**src/rtl/gpio_pkg.sv**
```systemverilog
package gpio_pkg;

   typedef enum logic [1:0] {
      REG_DATA = 2'd0,
      REG_CFG  = 2'd1,
      REG_PIN  = 2'd2,
      REG_DRV  = 2'd3
   } gpio_reg_e;

   typedef struct packed {
      logic oe;
      logic out;
      logic pu;
   } pin_drive_t;

   // {cfg,data}: 00 hi-z, 01 pull-up input, 10 drive low, 11 drive high
   function automatic pin_drive_t decode_mode(input logic cfg_b, input logic dat_b);
      pin_drive_t r;
      r.oe  = cfg_b;
      r.out = cfg_b & dat_b;
      r.pu  = ~cfg_b & dat_b;
      return r;
   endfunction

endpackage

```
**src/rtl/gpio_sync.sv**
```systemverilog
module gpio_sync #(
   parameter int WIDTH  = 8,
   parameter int STAGES = 2
) (
   input  logic             clk,
   input  logic             rst_n,
   input  logic [WIDTH-1:0] d,
   output logic [WIDTH-1:0] q
);
   logic [WIDTH-1:0] stg [STAGES];

   generate
      for (genvar s = 0; s < STAGES; s++) begin : g_stage
         always_ff @(posedge clk or negedge rst_n) begin
            if (!rst_n)      stg[s] <= '0;
            else if (s == 0) stg[s] <= d;
            else             stg[s] <= stg[(s == 0) ? 0 : s-1];
         end
      end
   endgenerate

   assign q = stg[STAGES-1];
endmodule

```
**src/rtl/gpio_regs.sv**
```systemverilog
module gpio_regs
   import gpio_pkg::*;
#(
   parameter int WIDTH   = 8,
   parameter bit SPECIAL = 1'b1,
   parameter int HI_BIT  = 7,
   parameter int LO_BIT  = 6
) (
   input  logic             clk,
   input  logic             rst_n,
   input  logic             wr_en,
   input  logic [1:0]       addr,
   input  logic [WIDTH-1:0] wdata,
   output logic [WIDTH-1:0] cfg_q,
   output logic [WIDTH-1:0] data_q,
   output logic [WIDTH-1:0] drv_q,
   output logic             halt_req,
   output logic             idle_req
);
   localparam logic [WIDTH-1:0] ONE       = WIDTH'(1);
   localparam logic [WIDTH-1:0] CTRL_MASK = SPECIAL ? ((ONE << HI_BIT) | (ONE << LO_BIT)) : '0;

   gpio_reg_e sel;
   assign sel = gpio_reg_e'(addr);

   logic wr_data, wr_cfg, wr_drv;
   assign wr_data = wr_en && (sel == REG_DATA);
   assign wr_cfg  = wr_en && (sel == REG_CFG);
   assign wr_drv  = wr_en && (sel == REG_DRV);

   always_ff @(posedge clk or negedge rst_n) begin
      if (!rst_n) begin
         cfg_q  <= '0;
         data_q <= '0;
         drv_q  <= '1;
      end else begin
         if (wr_cfg)  cfg_q  <= wdata;
         if (wr_data) data_q <= wdata & ~CTRL_MASK;
         if (wr_drv)  drv_q  <= wdata;
      end
   end

   generate
      if (SPECIAL) begin : g_req
         always_ff @(posedge clk or negedge rst_n) begin
            if (!rst_n) begin
               halt_req <= 1'b0;
               idle_req <= 1'b0;
            end else begin
               halt_req <= wr_data & wdata[HI_BIT];
               idle_req <= wr_data & wdata[LO_BIT];
            end
         end
      end else begin : g_noreq
         assign halt_req = 1'b0;
         assign idle_req = 1'b0;
      end
   endgenerate
endmodule

```
**src/rtl/gpio_pin_cell.sv**
```systemverilog
module gpio_pin_cell
   import gpio_pkg::*;
(
   input  logic cfg_b,
   input  logic dat_b,
   input  logic force_hiz,
   input  logic wd_sel,
   input  logic wd_level,
   output logic oe,
   output logic out,
   output logic pu
);
   pin_drive_t m;
   always_comb begin
      m = decode_mode(cfg_b, dat_b);
      if (force_hiz) begin
         m = '0;
      end else if (wd_sel) begin
         m.oe  = ~wd_level;
         m.out = 1'b0;
         m.pu  = 1'b1;
      end
   end
   assign oe  = m.oe;
   assign out = m.out;
   assign pu  = m.pu;
endmodule

```
**src/rtl/gpio_port_ctrl.sv**
```systemverilog
module gpio_port_ctrl
   import gpio_pkg::*;
#(
   parameter int WIDTH       = 8,
   parameter bit SPECIAL     = 1'b1,
   parameter int HI_BIT      = 7,
   parameter int LO_BIT      = 6,
   parameter int WDOG_PIN    = 1,
   parameter int SYNC_STAGES = 2
) (
   input  logic             clk,
   input  logic             rst_n,
   input  logic             wr_en,
   input  logic [1:0]       addr,
   input  logic [WIDTH-1:0] wdata,
   output logic [WIDTH-1:0] rdata,
   input  logic [WIDTH-1:0] pad_in,
   output logic [WIDTH-1:0] pad_oe,
   output logic [WIDTH-1:0] pad_out,
   output logic [WIDTH-1:0] pad_pu,
   output logic [WIDTH-1:0] drv_port,
   input  logic             wdog_opt,
   input  logic             wdog_level,
   output logic             halt_req,
   output logic             idle_req,
   output logic             alt_sk_phase,
   output logic             clkdly_en
);
   generate
      if (SPECIAL && (HI_BIT >= WIDTH || LO_BIT >= WIDTH || HI_BIT == LO_BIT))
         begin : g_bad_ctrl
            $error("control bit positions invalid for WIDTH");
         end
      if (SPECIAL && (WDOG_PIN >= WIDTH || WDOG_PIN == HI_BIT || WDOG_PIN == LO_BIT))
         begin : g_bad_wdog
            $error("watchdog pin collides or is out of range");
         end
      if (SYNC_STAGES < 1) begin : g_bad_sync
         $error("SYNC_STAGES must be at least 1");
      end
   endgenerate

   localparam logic [WIDTH-1:0] ONE       = WIDTH'(1);
   localparam logic [WIDTH-1:0] CTRL_MASK = SPECIAL ? ((ONE << HI_BIT) | (ONE << LO_BIT)) : '0;
   localparam logic [WIDTH-1:0] WDOG_MASK = SPECIAL ? (ONE << WDOG_PIN) : '0;

   logic [WIDTH-1:0] cfg_q, data_q, drv_q, pin_q;

   gpio_regs #(
      .WIDTH(WIDTH), .SPECIAL(SPECIAL), .HI_BIT(HI_BIT), .LO_BIT(LO_BIT)
   ) regs_i (
      .clk(clk), .rst_n(rst_n), .wr_en(wr_en), .addr(addr), .wdata(wdata),
      .cfg_q(cfg_q), .data_q(data_q), .drv_q(drv_q),
      .halt_req(halt_req), .idle_req(idle_req)
   );

   gpio_sync #(.WIDTH(WIDTH), .STAGES(SYNC_STAGES)) sync_i (
      .clk(clk), .rst_n(rst_n), .d(pad_in), .q(pin_q)
   );

   generate
      for (genvar i = 0; i < WIDTH; i++) begin : g_pin
         gpio_pin_cell cell_i (
            .cfg_b(cfg_q[i]), .dat_b(data_q[i]),
            .force_hiz(CTRL_MASK[i]),
            .wd_sel(WDOG_MASK[i] & wdog_opt),
            .wd_level(wdog_level),
            .oe(pad_oe[i]), .out(pad_out[i]), .pu(pad_pu[i])
         );
      end
      if (SPECIAL) begin : g_ctl
         assign alt_sk_phase = cfg_q[LO_BIT];
         assign clkdly_en    = cfg_q[HI_BIT];
      end else begin : g_noctl
         assign alt_sk_phase = 1'b0;
         assign clkdly_en    = 1'b0;
      end
   endgenerate

   assign drv_port = drv_q;

   always_comb begin
      case (gpio_reg_e'(addr))
         REG_DATA: rdata = data_q;
         REG_CFG:  rdata = cfg_q;
         REG_PIN:  rdata = pin_q;
         default:  rdata = drv_q;
      endcase
   end
endmodule

```
**config.mk**
```make
export PLATFORM = sky130hd
export DESIGN_NAME = gpio_port_ctrl
export DESIGN_NICKNAME = d
export VERILOG_FILES = /design/src/rtl/gpio_pkg.sv /design/src/rtl/gpio_sync.sv /design/src/rtl/gpio_regs.sv /design/src/rtl/gpio_pin_cell.sv /design/src/rtl/gpio_port_ctrl.sv
export SDC_FILE = /design/constraint.sdc
export NUM_CORES = 1
export LEC_CHECK = 0
export ABC_AREA = 1
export ABC_CLOCK_PERIOD_IN_PS = 900
export BUFFER_PORTS_ARGS = -buffer_cell sky130_fd_sc_hd__buf_2
export CELL_PAD_IN_SITES_DETAIL_PLACEMENT = 1
export CELL_PAD_IN_SITES_GLOBAL_PLACEMENT = 1
export CORE_MARGIN = 2
export CORE_UTILIZATION = 30
export DETAILED_ROUTE_END_ITERATION = 8
export PLACE_DENSITY_LB_ADDON = 0.1
export SYNTH_ARGS = -nofsm -noshare
export SYNTH_HDL_FRONTEND = slang
export SYNTH_SLANG_ARGS = --single-unit
```
**constraint.sdc**
```tcl
create_clock -name clk -period 0.9 [get_ports clk]
set_clock_uncertainty 0.15 [all_clocks]
set_input_delay 0.09 -clock clk [delete_from_list [all_inputs] [get_ports clk]]
set_output_delay 0.09 -clock clk [all_outputs]
set_load 0.05 [all_outputs]
```
==> metrics.md <==
| Metric | Value |
|---|---|
| Status | `finished, violations left` |
| Violated checks | `setup timing` |
| Slew Viols, Final | `0` |
| Vias | `1736` |
| Skew-Pair Late Insertion Delay | `0.28 ns` |
| Vias in the first global route | `1810` |
| Crit Path Class | `register to primary output` |
| Final Hold Viols | `0` |
| CTS tree | `done` |
| Top Ports | `67` |
| Flops & latches, synth | `40` |
| Slowest cell on crit path | `dfstp_2` |
| Setup crit start kind | `register` |
| TritonCTS buffer count | `5` |
| Seq/Total Area, Yosys | `53.5%` |
| Syn Area/Cell | `9.05 sq um` |
| H-tree levels | `2` |
| Non-filler cells, final | `386` |
| Fin crit period | `1.43 ns` |
| First-pass DRT Iterations | `4` |
| Total GRT Usage | `16.2%` |
| CP endpoint kind | `primary output` |
| Clock sink count | `40` |
| Design Power | `6400 uW` |
| Initial Util | `31.6%` |
| Reg clk slew, reported paths | `0.08 ns` |
| Max-Cap Viols | `0` |
| Fin Hold WS | `0.116 ns` |
| N_diodes | `0` |
| Share of layout cells above drive strength 1 | `62.4%` |
| Final core utilization | `56.1%` |
| Initial DRC count | `50` |
| RePlAce Congestion | `0.739` |
| Clk buf depth | `2` |
| Core ar. | `5990 sq um` |
| Largest net degree at the start of global routing | `41` |
| FMAX | `699 MHz` |
| Cell Rows | `28` |
| Final wirelength | `5930 um` |
| Chip height | `83.4 um` |
| Initial antenna violation count | `0` |
| Leakage power | `0.00165 uW` |
| Final TNS setup | `-17.39 ns` |
| First-pass GRT wire length | `8910 um` |
| Area growth from synthesis to layout | `77.9%` |
| Worst path cell trace | `nand3_2, nand4_1, buf_6` |
| Final #Nets | `333` |
| Final worst setup slack | `-0.531 ns` |
| Mapped Cells | `209` |
| IR Drop Worst-Case VDD | `0.916 mV` |
| Drt wl/cell | `15.4 um` |
| Biggest cell delay along the critical path | `0.56 ns` |
| Placed cell count | `341` |
| Req. time, crit path | `0.66 ns` |
| CP Max Fanout | `2` |
| Unrepaired setup endpoints after global routing | `true` |
| Die ar. | `6950 sq um` |
| Distinct cells, synth | `19` |
| Finish-stage setup viols | `55` |
| Hold Crit Class | `input pin to register` |
| Final ANT Viol Nets | `0` |
| Period utilization | `159%` |
| HPWL Detailed | `3450 um` |
| YS warnings | `0` |
| Die width | `83.4 um` |
| P per Cell Area | `1900 nW/um^2` |
| Congestion Overflow GR | `0` |
| Netlist Area Pre-Place | `1890 sq um` |
| Clk Tree Root Cell | `clkbuf_8` |
| Crit path DAT | `1.19 ns` |
| IO Port Bufs | `60` |
| DR vias/cell | `4.50` |
| Drt drc | `0` |
==> cells in the final DEF (no fill, tap or decap), types with 7 or more instances in the layout <==
master,Yosys,layout
buf_6,2,49
nor2_4,1,7
nand2_2,2,19
dfstp_2,8,8
nand2_1,58,34
nand2_4,1,8
o21ai_2,14,16
inv_2,2,9
dfrtp_2,0,9
buf_8,0,17
buf_2,1,20
inv_1,23,16
nand3_1,20,12
buf_4,25,9
dfrtp_1,32,23
dlygate4sd3_1,0,17
==> worst paths after layout <==
kind	from	to	slack, ns	cells after the start
max reg2reg	regs_i.drv_q[5]	regs_i.drv_q[5]	-0.25	5
min in group asynchronous	rst_n	regs_i.cfg_q[1]	0.16	3
max in group asynchronous	rst_n	regs_i.drv_q[7]	0.17	3
max	regs_i.drv_q[5]	rdata[5]	-0.53	3
min reg2reg	sync_i.stg[15]	sync_i.q[7]	0.20	0
min	wr_en	regs_i.halt_req	0.12	4
==> power by group <==
group	total [uW]	leakage, uW	internal [uW]	switching, uW
Sequential	2260	0.000461	2050	214
Clock	1230	0.0000455	626	605
Combinational	2900	0.00114	1270	1630
Total	6400	0.00165	3950	2450
==> cells by family (layout without fill, tap and decap cells) <==
kind of cell / after synthesis / count (layout) / share of synthesized area, %
buffers and inverters: 54 / 151 / 16.5
DFF: 40 / 40 / 53.5
other: 1 / 6 / 0.198
AOI/OAI and AO/OA: 16 / 16 / 7.02
and+or+nand+nor: 98 / 98 / 22.8
==> Yosys cell counts <==
cell type | number | share of area, %
buf_4 | 25 | 9.9
nand2_2 | 2 | 0.66
nand2_1 | 58 | 12
nand3_1 | 20 | 5.3
dfstp_2 | 8 | 11
inv_1 | 23 | 4.6
inv_2 | 2 | 0.40
nor2_1 | 9 | 1.8
nand2_4 | 1 | 0.60
nand4_1 | 6 | 2.0
dfrtp_1 | 32 | 42
clkbuf_1 | 1 | 0.20
o21ai_2 | 14 | 6.5
o21ai_0 | 2 | 0.53
buf_2 | 1 | 0.26
buf_6 | 2 | 1.2
nor2_2 | 1 | 0.33
conb_1 | 1 | 0.20
nor2_4 | 1 | 0.60
==> area by class of cell <==
cell class,instances,area [sq um]
clock buffers,8,90.1
fillers,655,2630
inverters,25,93.8
multi-input cells,120,793
flip-flops and latches,40,1020
well taps,75,93.8
repair buffers,118,1270
==> worst max-delay path, delay by kind of cell (launching register included) <==
kind	cells	cell delay, ns
and+or+nand+nor	2	0.17
DFF	1	0.56
buffers and inverters	1	0.18
==> registers in the layout, summed over array words and instances, names as in the netlist <==
signal / flops
regs_i.cfg_q: 8
sync_i.q: 8
regs_i.idle_req: 1
regs_i.drv_q: 8
regs_i.halt_req: 1
sync_i.stg: 8
regs_i.data_q: 6
==> routing by layer <==
metal	global-route usage, %	vias up	wire length, um
met1	20.5	863	2510
met5	0	-	0
met3	3.58	7	183
met4	4.02	0	70
li1	-	826	-
met2	28.2	40	3170
==> repair_timing <==
item	CTS	global route
hold buffers	17	0
pin swaps	10	7
gates cloned	0	1
setup buffers	3	18
endpoints found under the hold margin	72	0
resized for setup	109	83
setup endpoints to repair	55	57
==> metrics by stage <==
stage               setup WS [ns]  area, sq um
CTS                        -0.526         2970
detailed placement         -0.328         2330
global placement           -0.316         2330
finish                     -0.531         3360
floorplan                  -0.514         1980
global route               -0.586         3360
No activity file was read; power rests on OpenSTA's default activity.
